File: src/rtl/rtc_i2c_target.sv
module rtc_i2c_target #(
  parameter logic [6:0] DEV_ADDR = 7'h68,
  parameter int AW = 6,
  parameter int NCLK = 8
) (
  input  logic                 clk,
  input  logic                 rst_n,
  input  logic                 scl_i,
  input  logic                 sda_i,
  input  logic                 pwr_fail,
  input  logic                 upd_valid,
  input  logic [NCLK*8-1:0]    upd_time,
  output logic                 sda_oe,
  output logic                 snap_hold,
  output logic                 set_we,
  output logic [$clog2(NCLK)-1:0] set_addr,
  output logic [7:0]           set_data
);
  localparam int DEPTH = 1 << AW;
  localparam int CW = $clog2(NCLK);
  localparam logic [AW-1:0] CLK_END = AW'(NCLK);

  typedef enum logic [3:0] {
    S_IDLE, S_ADDR, S_AACK, S_PTR, S_PACK, S_WR, S_WACK, S_RD, S_RACK
  } state_t;

  logic [1:0] scl_sy, sda_sy;
  logic       scl_q, sda_q;
  logic [7:0] mem [DEPTH];
  state_t     state;
  logic [7:0] sreg, tx;
  logic [3:0] bitcnt;
  logic [AW-1:0] ptr;
  logic       rw, sel, mack;

  wire scl     = scl_sy[1];
  wire sda     = sda_sy[1];
  wire start_c = scl & scl_q & sda_q & ~sda;
  wire stop_c  = scl & scl_q & ~sda_q & sda;
  wire rise    = scl & ~scl_q;
  wire fall    = ~scl & scl_q;
  wire full    = bitcnt == 4'd8;
  wire [AW-1:0] nptr = ptr + AW'(1);
  wire in_clk  = ptr < CLK_END;
  wire shifting = (state == S_ADDR) | (state == S_PTR) | (state == S_WR) | (state == S_RD);
  wire wr_go   = ~pwr_fail & ~start_c & ~stop_c & fall & (state == S_WR) & full;

  assign snap_hold = sel & in_clk;

  always_ff @(posedge clk) begin
    if (!rst_n) begin
      scl_sy <= 2'b11;
      sda_sy <= 2'b11;
      scl_q  <= 1'b1;
      sda_q  <= 1'b1;
    end else begin
      scl_sy <= {scl_sy[0], scl_i};
      sda_sy <= {sda_sy[0], sda_i};
      scl_q  <= scl;
      sda_q  <= sda;
    end
  end

  always_ff @(posedge clk) begin
    if (!rst_n) begin
      for (int i = 0; i < DEPTH; i++) mem[i] <= 8'h00;
    end else if (wr_go) begin
      mem[ptr] <= (ptr == '0) ? 8'h00 : sreg;
      if (in_clk) mem[0] <= 8'h00;
    end else if (upd_valid && !snap_hold) begin
      for (int i = 0; i < NCLK; i++) mem[i] <= upd_time[i*8 +: 8];
    end
  end

  always_ff @(posedge clk) begin
    if (!rst_n) begin
      set_we   <= 1'b0;
      set_addr <= '0;
      set_data <= 8'h00;
    end else begin
      set_we   <= wr_go & in_clk;
      set_addr <= ptr[CW-1:0];
      set_data <= (ptr == '0) ? 8'h00 : sreg;
    end
  end

  always_ff @(posedge clk) begin
    if (!rst_n) begin
      state  <= S_IDLE;
      sreg   <= 8'h00;
      tx     <= 8'h00;
      bitcnt <= 4'd0;
      ptr    <= '0;
      rw     <= 1'b0;
      sel    <= 1'b0;
      mack   <= 1'b0;
      sda_oe <= 1'b0;
    end else if (pwr_fail) begin
      state  <= S_IDLE;
      bitcnt <= 4'd0;
      ptr    <= '0;
      sel    <= 1'b0;
      sda_oe <= 1'b0;
    end else if (start_c) begin
      state  <= S_ADDR;
      bitcnt <= 4'd0;
      sda_oe <= 1'b0;
    end else if (stop_c) begin
      state  <= S_IDLE;
      sel    <= 1'b0;
      sda_oe <= 1'b0;
    end else begin
      if (rise && shifting && !full) begin
        sreg   <= {sreg[6:0], sda};
        bitcnt <= bitcnt + 4'd1;
      end
      if (rise && state == S_RACK) mack <= ~sda;
      if (fall) begin
        case (state)
          S_ADDR: if (full) begin
            if (sreg[7:1] == DEV_ADDR) begin
              sel    <= 1'b1;
              rw     <= sreg[0];
              sda_oe <= 1'b1;
              state  <= S_AACK;
            end else begin
              sel   <= 1'b0;
              state <= S_IDLE;
            end
          end
          S_AACK: begin
            bitcnt <= 4'd0;
            if (rw) begin
              tx     <= mem[ptr];
              sda_oe <= ~mem[ptr][7];
              state  <= S_RD;
            end else begin
              sda_oe <= 1'b0;
              state  <= S_PTR;
            end
          end
          S_PTR: if (full) begin
            ptr    <= sreg[AW-1:0];
            sda_oe <= 1'b1;
            state  <= S_PACK;
          end
          S_PACK: begin
            sda_oe <= 1'b0;
            bitcnt <= 4'd0;
            state  <= S_WR;
          end
          S_WR: if (full) begin
            sda_oe <= 1'b1;
            state  <= S_WACK;
          end
          S_WACK: begin
            sda_oe <= 1'b0;
            bitcnt <= 4'd0;
            ptr    <= nptr;
            state  <= S_WR;
          end
          S_RD: begin
            if (full) begin
              sda_oe <= 1'b0;
              state  <= S_RACK;
            end else begin
              tx     <= {tx[6:0], 1'b0};
              sda_oe <= ~tx[6];
            end
          end
          S_RACK: begin
            ptr    <= nptr;
            bitcnt <= 4'd0;
            if (mack) begin
              tx     <= mem[nptr];
              sda_oe <= ~mem[nptr][7];
              state  <= S_RD;
            end else begin
              sda_oe <= 1'b0;
              state  <= S_IDLE;
            end
          end
          default: ;
        endcase
      end
    end
  end
endmodule

File: config.mk
export PLATFORM = sky130hd
export DESIGN_NAME = rtc_i2c_target
export DESIGN_NICKNAME = d
export VERILOG_FILES = /design/src/rtl/rtc_i2c_target.sv
export SDC_FILE = /design/constraint.sdc
export NUM_CORES = 1
export LEC_CHECK = 0
export ABC_CLOCK_PERIOD_IN_PS = 8850
export BUFFER_PORTS_ARGS = -buffer_cell sky130_fd_sc_hd__buf_2
export CORE_ASPECT_RATIO = 0.75
export CORE_MARGIN = 3
export CORE_UTILIZATION = 45
export DETAILED_ROUTE_END_ITERATION = 10
export SYNTH_ARGS = -nofsm -noshare
export SYNTH_HDL_FRONTEND = slang
export SYNTH_SLANG_ARGS = --single-unit
File: constraint.sdc
create_clock -name clk -period 8.85 [get_ports clk]
set_input_delay 1.77 -clock clk [delete_from_list [all_inputs] [get_ports clk]]
set_output_delay 1.77 -clock clk [all_outputs]
set_load 0.005 [all_outputs]
==> impl_metrics.tcl <==
set metrics [dict create \
    run_status "completed" \
    drive_above_1_share_pct 23.9 \
    worstSetupPathType "flop to flop" \
    finish.instance_area_um2 32500 \
    worst_slew_margin_rel_pct 16.6 \
    synth_seq_cells 569 \
    drc_errors 0 \
    synth.cell_area_um2 29700 \
    worst_path_largest_cell_delay_ns 0.85 \
    layout_worst_path_cycle_share_pct 52.9 \
    number_of_hold_violations_in_the_final_report 0 \
    synth-compound-area-share_pct 5.41 \
    fin_nets 2223 \
    firstDrtPassIters 6 \
    clock-root-buffer "clkbuf_16" \
    die_area_um2 69100 \
    worst_clock_skew_ns 0.0363 \
    synthToLayoutAreaGrowth_pct 9.55 \
    crit_slowest_cell "ha_4" \
    power.density_nw_per_um2 181 \
    dominant_combinational_cell_family_by_area_after_synthesis "multiplexers" \
    numCtsBuffers 55 \
    post_synth_xor_area_fraction_pct 0.354 \
    cts-hold-fix-buffers 0 \
    yosys.area_share.adder_pct 0.169 \
    routedWlPerCell_um 32.2 \
    place_hpwl_mm 66.9 \
    total_grt_overflow 0 \
    yosys-mux-area-fraction_pct 23.0 \
    slew_violations 0 \
    post_dp_cell_area_um2 30700 \
    start_util_pct 46.0 \
    number_of_setup_violations_in_the_final_report 0 \
    synth_cells 2168 \
    worst_pin_slew_ns 1.25 \
    clock_path_buffers 3 \
    clock_latency_of_the_later_clocked_register_in_the_worst_skew_pair_ns 0.63 \
    synthArstFlopShare_pct 0 \
    grt_first_pass_wirelength_mm 140 \
    critPathMaxFanout 37 \
    grt_max_degree 84 \
    synth_enable_flop_cells 512 \
    min-delay-path-class "flop to flop" \
    avgSynthCellArea_um2 13.7 \
    grt_antenna_before_repair 5 \
    worstPathRequired_ns 9.33 \
    row_count 80 \
    cts_num_sinks 569 \
    routabilityCongestion 0.938 \
    vias_per_cell 6.72 \
    core_region_area_um2 64500 \
    clk_pin_slew_worst_paths_ns 0.07 \
    synth_ff_type "edfxtp_1" \
    die-height_um 228 \
    cts.repair.resized 0 \
    fill_cells 5517 \
    synth-simple-area-share_pct 12.4 \
    io_pins 84 \
    static-leakage-power_nw 9.85 \
    totalPowerFinal_mw 5.88 \
    track_usage_pct 28.3 \
    max_clock_freq_mhz 213 \
    postSynthNetCount 2242 \
    arrival_ns 5.17 \
    finalSetupTns_ns 0 \
    drt-initial-drc-count 3772 \
    timing.critical_path.cells "inv_1 -> ha_4 -> buf_4 -> mux4_2 -> mux4_2 -> and3_1 -> a311oi_1 -> a31oi_1" \
    rsz0062_at_grt "no" \
    postCtsSetupRepairBufs 0 \
    synth.distinct_cells 76 \
    min_period_ns 4.69 \
    fp.dieW_um 303 \
    max-cap-violations 0 \
    irDropWorstVdd_mv 0.145 \
    finalWirelength_mm 98.3 \
    count_of_port_buffers_added_during_placement 83 \
    total_vias_in_the_final_route 20500 \
    first_global_vias 18900 \
    number_of_synthesis_warnings 0 \
    h-tree-depth 2 \
    seq_area_frac_synth_pct 55.7 \
    timing.critical_path.mode_cell "mux4_2" \
    worstSetupEndpointType "flop" \
    cts_tree "built" \
    critical_path.startpoint_type "flop" \
    detail-route-antenna-nets 0 \
]
through the flow:
stage | hold slack, ns | instances | utilization (%) | setup WS [ns]
floorplan | 0.386 | 2168 | - | 5.23
global placement | 0.400 | 2953 | 47.6 | 3.81
detailed placement | 0.409 | 2953 | 47.6 | 3.81
CTS | 0.422 | 3055 | 50.4 | 4.22
global route | 0.432 | 3055 | 50.4 | 4.00
finish | 0.426 | 3056 | 50.4 | 4.16
registers in the layout (all words and copies together) (netlist names), named ones only:
register	cells
ptr	6
tx	7
rw	1
set_addr	3
scl_q	1
mack	1
sreg	8
scl_sy	2
sel	1
mem	512
set_we	1
bitcnt	4
state	4
sda_q	1
sda_oe	1
sda_sy	2
set_data	8
power breakdown:
group	internal [mW]	leakage, nW	switching (mW)
Combinational	0.124	3.53	0.152
Clock	1.39	0.883	1.06
Sequential	3.05	5.43	0.0965
cell usage after synthesis (all sizes together), types with 5 or more instances:
cell / n / area share, %
edfxtp: 512 / 52
nor2: 489 / 6.2
mux4: 287 / 22
nand2: 184 / 2.3
clkbuf: 101 / 1.3
buf: 88 / 1.6
a22o: 58 / 1.7
dfxtp: 57 / 3.8
mux2i: 33 / 1.1
nor2b: 29 / 0.61
o21ai: 28 / 0.47
nand3: 27 / 0.46
a21oi: 25 / 0.43
nor3: 25 / 0.52
nand2b: 24 / 0.51
and3: 19 / 0.40
a22oi: 16 / 0.40
and2: 16 / 0.34
a2111oi: 13 / 0.43
a211oi: 11 / 0.30
a31oi: 9 / 0.19
o2bb2ai: 8 / 0.24
inv: 7 / 0.089
nand4: 7 / 0.15
xnor2: 7 / 0.23
nand3b: 5 / 0.13
nor4: 5 / 0.16
o211ai: 5 / 0.13
cell families after synthesis:
kind of cell	count (synthesis)
AO/OA/AOI/OAI	213
XOR/XNOR	9
adder cells (fa/ha/maj)	4
buffers and inverters	197
flip-flops	569
multiplexers	324
AND/OR/NAND/NOR	852
final timing paths:
check / startpoint / endpoint / slack [ns] / cells past startpoint
hold reg to reg: scl_sy[0]$_SDFF_PN1_ / scl_sy[1]$_SDFF_PN1_ / 0.43 / 1
setup reg to reg: ptr[1]$_SDFFE_PP0P_ / tx[1]$_SDFFE_PN0P_ / 4.16 / 8
hold / removal: scl_sy[0]$_SDFF_PN1_ / scl_sy[1]$_SDFF_PN1_ / 0.43 / 1
setup / recovery: ptr[1]$_SDFFE_PP0P_ / tx[1]$_SDFFE_PN0P_ / 4.16 / 8
per-layer routing:
layer	vias to the layer above	track usage, %	part of all wire, %
li1	8312	-	-
met1	10500	43.2	40
met2	1533	38.7	42
met3	154	10.3	16
met4	4	6.04	2.3
met5	-	0	0.032
area by class of cell:
cell class	count	area [µm²]	share of cell area [%]
Multi-Input combinational cell	1402	12400	38.0
Inverter	8	30.0	0.0924
Tap cell	861	1080	3.31
Timing Repair Buffer	113	668	2.06
Antenna cell	1	2.50	0.00770
Clock inverter	32	355	1.09
Clock buffer	70	1490	4.57
Sequential cell	569	16500	50.9
critical path, delay by kind of cell, from the launching register on:
kind            cells  cell delay, ns
simple gates        1            0.19
flops               1            0.80
mux                 2            1.09
buf+inv             2            0.90
compound gates      2            0.66
fa+ha+maj           1            0.85
layout by cell type (no fill, tap or decap), types with 6 or more instances in the layout:
| cell type | count |
|---|---|
| and2_1 | 16 |
| nor2_1 | 488 |
| nand2b_1 | 24 |
| o2bb2ai_1 | 8 |
| mux2i_1 | 33 |
| nor3_1 | 19 |
| nand4_1 | 7 |
| dfxtp_1 | 52 |
| clkinvlp_4 | 6 |
| a2111oi_0 | 10 |
| nand2_1 | 176 |
| edfxtp_1 | 512 |
| clkinv_1 | 11 |
| clkbuf_16 | 56 |
| a211oi_1 | 10 |
| clkbuf_1 | 10 |
| a22oi_1 | 16 |
| and3_1 | 19 |
| buf_4 | 29 |
| mux4_2 | 287 |
| o21ai_0 | 23 |
| nand3_1 | 27 |
| a21oi_1 | 24 |
| a22o_1 | 58 |
| buf_2 | 82 |
| inv_1 | 7 |
| nor2b_1 | 29 |
| bufinv_16 | 7 |
| a31oi_1 | 9 |
(Power assumes the default switching activity.)
